## src/rtl/sema_pkg.sv

```systemverilog
`timescale 1ns/1ps
package sema_pkg;

    typedef logic [1:0] own_t;

    localparam own_t OWN_FREE = 2'b00;
    localparam own_t OWN_KEEP = 2'b11;

    // Next value of one field after a single write of code.
    function automatic own_t sema_apply(own_t cur, own_t code, logic keep_en);
        own_t nxt;
        if (keep_en && code == OWN_KEEP) begin
            nxt = cur;
        end else if (cur == OWN_FREE) begin
            nxt = code;
        end else if (code == OWN_FREE) begin
            nxt = OWN_FREE;
        end else begin
            nxt = cur;
        end
        return nxt;
    endfunction

endpackage

```

## src/rtl/sema_field.sv

```systemverilog
`timescale 1ns/1ps
module sema_field
    import sema_pkg::*;
#(
    parameter bit HAS_KEEP = 1'b0
) (
    input  logic clk,
    input  logic rst_n,
    input  logic a_hit,
    input  own_t a_code,
    input  logic b_hit,
    input  own_t b_code,
    output own_t state_o,
    output own_t prev_o
);

    typedef struct packed {
        own_t st;
        own_t pv;
    } fld_t;

    fld_t fld_d, fld_q;
    own_t mid_val, fin_val;

    always_comb begin
        mid_val  = a_hit ? sema_apply(fld_q.st, a_code, HAS_KEEP) : fld_q.st;
        fin_val  = b_hit ? sema_apply(mid_val, b_code, HAS_KEEP) : mid_val;
        fld_d.st = fin_val;
        fld_d.pv = (fin_val != fld_q.st) ? fld_q.st : fld_q.pv;
    end

    always_ff @(posedge clk or negedge rst_n) begin
        if (!rst_n) begin
            fld_q <= '0;
        end else begin
            fld_q <= fld_d;
        end
    end

    assign state_o = fld_q.st;
    assign prev_o  = fld_q.pv;

endmodule

```

## src/rtl/sema_rd_mux.sv

```systemverilog
`timescale 1ns/1ps
module sema_rd_mux #(
    parameter int NUM_RES = 3,
    parameter int NUM_GRP = 5,
    parameter int IDX_W   = 3,
    localparam int DATA_W = 2 * NUM_GRP,
    localparam int SW     = 2 * (NUM_RES + NUM_GRP)
) (
    input  logic [SW-1:0]     status_i,
    input  logic [IDX_W-1:0]  rd_idx,
    output logic [DATA_W-1:0] rd_data
);

    always_comb begin
        rd_data = '0;
        for (int i = 0; i < NUM_RES; i++) begin
            if (rd_idx == IDX_W'(i)) begin
                rd_data[1:0] = status_i[2*i +: 2];
            end
        end
        if (rd_idx == IDX_W'(NUM_RES)) begin
            rd_data = status_i[2*NUM_RES +: DATA_W];
        end
    end

endmodule

```

## src/rtl/hw_sema_bank.sv

```systemverilog
`timescale 1ns/1ps
module hw_sema_bank
    import sema_pkg::*;
#(
    parameter int NUM_RES = 3,
    parameter int NUM_GRP = 5,
    localparam int NUM_FLD = NUM_RES + NUM_GRP,
    localparam int DATA_W  = 2 * NUM_GRP,
    localparam int SW      = 2 * NUM_FLD,
    localparam int IDX_W   = $clog2(NUM_RES + 1) + 1
) (
    input  logic              clk,
    input  logic              rst_n,
    input  logic              a_wr_en,
    input  logic [IDX_W-1:0]  a_wr_idx,
    input  logic [DATA_W-1:0] a_wr_data,
    input  logic              b_wr_en,
    input  logic [IDX_W-1:0]  b_wr_idx,
    input  logic [DATA_W-1:0] b_wr_data,
    input  logic [IDX_W-1:0]  rd_idx,
    output logic [DATA_W-1:0] rd_data,
    output logic [SW-1:0]     status,
    output logic [SW-1:0]     prev_owner
);

    for (genvar f = 0; f < NUM_FLD; f++) begin : g_fld
        logic a_hit, b_hit;
        own_t a_code, b_code, st, pv;

        if (f < NUM_RES) begin : g_single
            assign a_hit  = a_wr_en && (a_wr_idx == IDX_W'(f));
            assign b_hit  = b_wr_en && (b_wr_idx == IDX_W'(f));
            assign a_code = a_wr_data[1:0];
            assign b_code = b_wr_data[1:0];
        end else begin : g_group
            assign a_hit  = a_wr_en && (a_wr_idx == IDX_W'(NUM_RES));
            assign b_hit  = b_wr_en && (b_wr_idx == IDX_W'(NUM_RES));
            assign a_code = a_wr_data[2*(f-NUM_RES) +: 2];
            assign b_code = b_wr_data[2*(f-NUM_RES) +: 2];
        end

        sema_field #(
            .HAS_KEEP(f >= NUM_RES)
        ) u_field (
            .clk    (clk),
            .rst_n  (rst_n),
            .a_hit  (a_hit),
            .a_code (a_code),
            .b_hit  (b_hit),
            .b_code (b_code),
            .state_o(st),
            .prev_o (pv)
        );

        assign status[2*f +: 2]     = st;
        assign prev_owner[2*f +: 2] = pv;
    end

    sema_rd_mux #(
        .NUM_RES(NUM_RES),
        .NUM_GRP(NUM_GRP),
        .IDX_W  (IDX_W)
    ) u_rd (
        .status_i(status),
        .rd_idx  (rd_idx),
        .rd_data (rd_data)
    );

endmodule

```

## config.mk

```make
export PLATFORM = sky130hd
export DESIGN_NAME = hw_sema_bank
export DESIGN_NICKNAME = d
export VERILOG_FILES = /design/src/rtl/sema_pkg.sv /design/src/rtl/sema_field.sv /design/src/rtl/sema_rd_mux.sv /design/src/rtl/hw_sema_bank.sv
export SDC_FILE = /design/constraint.sdc
export NUM_CORES = 1
export LEC_CHECK = 0
export BUFFER_PORTS_ARGS = -buffer_cell sky130_fd_sc_hd__buf_2
export CORE_MARGIN = 3
export CORE_UTILIZATION = 35
export DETAILED_ROUTE_END_ITERATION = 12
export GPL_ROUTABILITY_DRIVEN = 0
export PLACE_DENSITY = 0.69
export SLEW_MARGIN = 15
export SYNTH_ARGS = -nofsm -noshare
export SYNTH_HDL_FRONTEND = slang
export SYNTH_SLANG_ARGS = --single-unit
```

## constraint.sdc

```tcl
create_clock -name clk -period 2.1 [get_ports clk]
set_input_delay 0.21 -clock clk [delete_from_list [all_inputs] [get_ports clk]]
set_output_delay 0.21 -clock clk [all_outputs]
set_load 0.03 [all_outputs]
```

==> results.cfg <==
[status]
status = finished with violations
violations = hold timing

[power]
ir_worst_vdd_v = 0.000519
power_density_nw_per_um2 = 1150
pwr-share-seq_pct = 32.3
p_clk_share_pct = 16.1
power_switching_mw = 1.71
swShare_pct = 46.9
total_power_mw = 3.65
combPwrFrac_pct = 51.6
power_leakage_nw = 1.43
internal-power_mw = 1.94

[die]
die_w_um = 91.8
coreArea_sq_um = 6980
die_h_um = 91.8
initial_utilization_pct = 36.9
ios = 75
dieArea_sq_um = 8430
rows = 30

[critical_path]
endpoint_kind = output port
max_stage_delay_ps = 510
crit_path_start_kind = register
worstPathArrival_ps = 1600
worstSetupPathType = reg2out
required_ps = 1890
cp_cell_sequence = mux4_2 -> nor2b_1 -> buf_2
slowest_stage = dfrtp_1
path_max_fanout = 13

[clock_tree]
htreeDepth = 2
path_clk_slew_ps = 70
cts_hold_buf = 0
cts_setup_buffers = 0
numCtsBuffers = 5
clk_latency_ps = 280
post_cts_resized = 0
cts_sinks = 32
clock_path_buffers = 2
cts_root_buf = clkbuf_8
cts_tree = yes

[sta]
max_freq_mhz = 553
max-slew-margin-rel_pct = 49.5
hold_ws_ps = -7.06
timing.final.crit_share_pct = 86.1
tns_ps = 0
finalCriticalPeriod_ps = 1810
setup_viol = 0
tightest_slew_ps = 757
timing.final.hold_violations = 4
maxSlewViolCount = 0
finClkSkew_ps = 4.99
rsz0062_at_grt = no

[grt]
grt_first_pass_wirelength_mm = 12.0
grt_max_degree = 33
grt_pass1_vias = 2598
grt.total_usage_pct = 17.2
antenna_found_initial = 0
grt-ovfl-total = 0

[drt]
dr.pass1.iters = 4
vias = 2720
viasPerCell = 5.67
drt_iter0_drc = 120
drc = 0
wl_per_cell_um = 15.1
wirelength_mm = 7.25
drtAntennaViolNets = 0

[synthesis]
syn_inst = 309
synth_fp_nets = 342
synthFlopType = dfrtp_1
syn_area_sq_um = 2580
yosysWarnings = 0
synth_top_area_share_pct = 31.1
synth_cell_type_count = 64
syn_avg_cell_area_sq_um = 8.34
yosysTopAreaCell = dfrtp_1
synthTopCellsByArea = dfrtp_1, nor2_1, a21oi_1
async_flop_share_pct = 100
synth_edf_count = 0
ys_seq_area_share_pct = 31.1
ys_top_cells_by_count = dfrtp_1, nor2_1, nand2_1
ys_seq_elements = 32

[place]
dp_hpwl_mm = 5.57
port_buffers = 74

[layout]
nets = 415
drive_gt1_share_pct = 28.2
finish.utilization_pct = 45.6
filler_cell_count = 741
area_growth_pct = 23.5

[worst_hold_path]
holdCritPathClass = in2async

[flow_run]
cap_violations = 0
## metrics by stage
stage	worst slack (ps)	instance area, sq um	cells
2_1_floorplan	258	2580	309
3_3_place_gp	160	3070	471
3_5_place_dp	132	3070	471
4_1_cts	277	3180	479
5_1_grt	179	3180	479
6_report	292	3180	480
## metal layers
layer | global-route usage, % | vias up | share of wire, %
li1 | - | 1317 | -
met2 | 28.8 | 80 | 48
met4 | 4.83 | 0 | 0.79
met1 | 21.7 | 1316 | 45
met5 | 0 | - | 0
met3 | 4.51 | 7 | 6.5
## flip-flops by register name, summed over array words and instances, names as in the netlist
| register | count |
|---|---|
| g_fld.u_field.prev_o | 16 |
| g_fld.u_field.state_o | 16 |
## layout by cell type, fill, tap and decap left out, types with 9 or more instances in the layout
master | Yosys | final
a21oi_1 | 20 | 20
inv_1 | 14 | 14
dfrtp_1 | 32 | 32
buf_2 | 9 | 74
nor2_1 | 32 | 32
buf_4 | 0 | 9
nand2_1 | 22 | 22
o21ai_0 | 14 | 14
nor3_1 | 15 | 15
nand2b_1 | 13 | 13
## critical path, delay by kind of cell, from the launching register on
family / cells / cell delay (ps)
buffers and inverters: 1 / 180
flip-flops: 1 / 510
multiplexers: 1 / 500
AND/OR/NAND/NOR: 1 / 140
## power groups by stage
stage	registers, mW	clock network (mW)	logic (mW)
2_1_floorplan	1.57	0	0.970
4_1_cts	1.18	0.608	1.89
5_1_grt	1.24	0.640	2.05
3_5_place_dp	1.18	0	1.89
3_3_place_gp	1.18	0	1.85
6_report	1.18	0.588	1.88
## worst paths after layout
kind                                             startpoint                     endpoint  slack (ps)  cells after the start
max in group asynchronous                             rst_n   g_fld[3].u_field.prev_o[1]        1620                      1
worst min-delay path                                  rst_n   g_fld[0].u_field.prev_o[1]          -7                      1
worst max register to register  g_fld[2].u_field.state_o[0]   g_fld[2].u_field.prev_o[1]         360                      6
worst min register to register   g_fld[5].u_field.prev_o[0]   g_fld[5].u_field.prev_o[0]         490                      1
min in group clk                               b_wr_data[2]  g_fld[4].u_field.state_o[1]         230                      3
worst max-delay path            g_fld[2].u_field.state_o[1]                   rd_data[1]         290                      3
## cell type report
class                           instances  area (sq um)  share of cell area, %
Clock buffer                            6          72.6                   2.28
Tap cell                               96           120                   3.77
Sequential cell                        32           801                   25.1
Timing Repair Buffer                   84           458                   14.4
Multi-Input combinational cell        244          1640                   51.5
Inverter                               15          56.3                   1.77
Clock inverter                          2          35.0                   1.10
Antenna cell                            1          2.50                 0.0786
## logic make-up (layout without fill, tap and decap cells)
logic type	Yosys count	in the layout	synth area share (%)
flip-flops	32	32	31.1
AO/OA/AOI/OAI	108	108	30.2
other	0	1	0
multiplexers	9	9	4.51
AND/OR/NAND/NOR	122	122	27.2
XOR/XNOR	5	5	1.70
buffers and inverters	33	107	5.34
(Power assumes the default switching activity.)
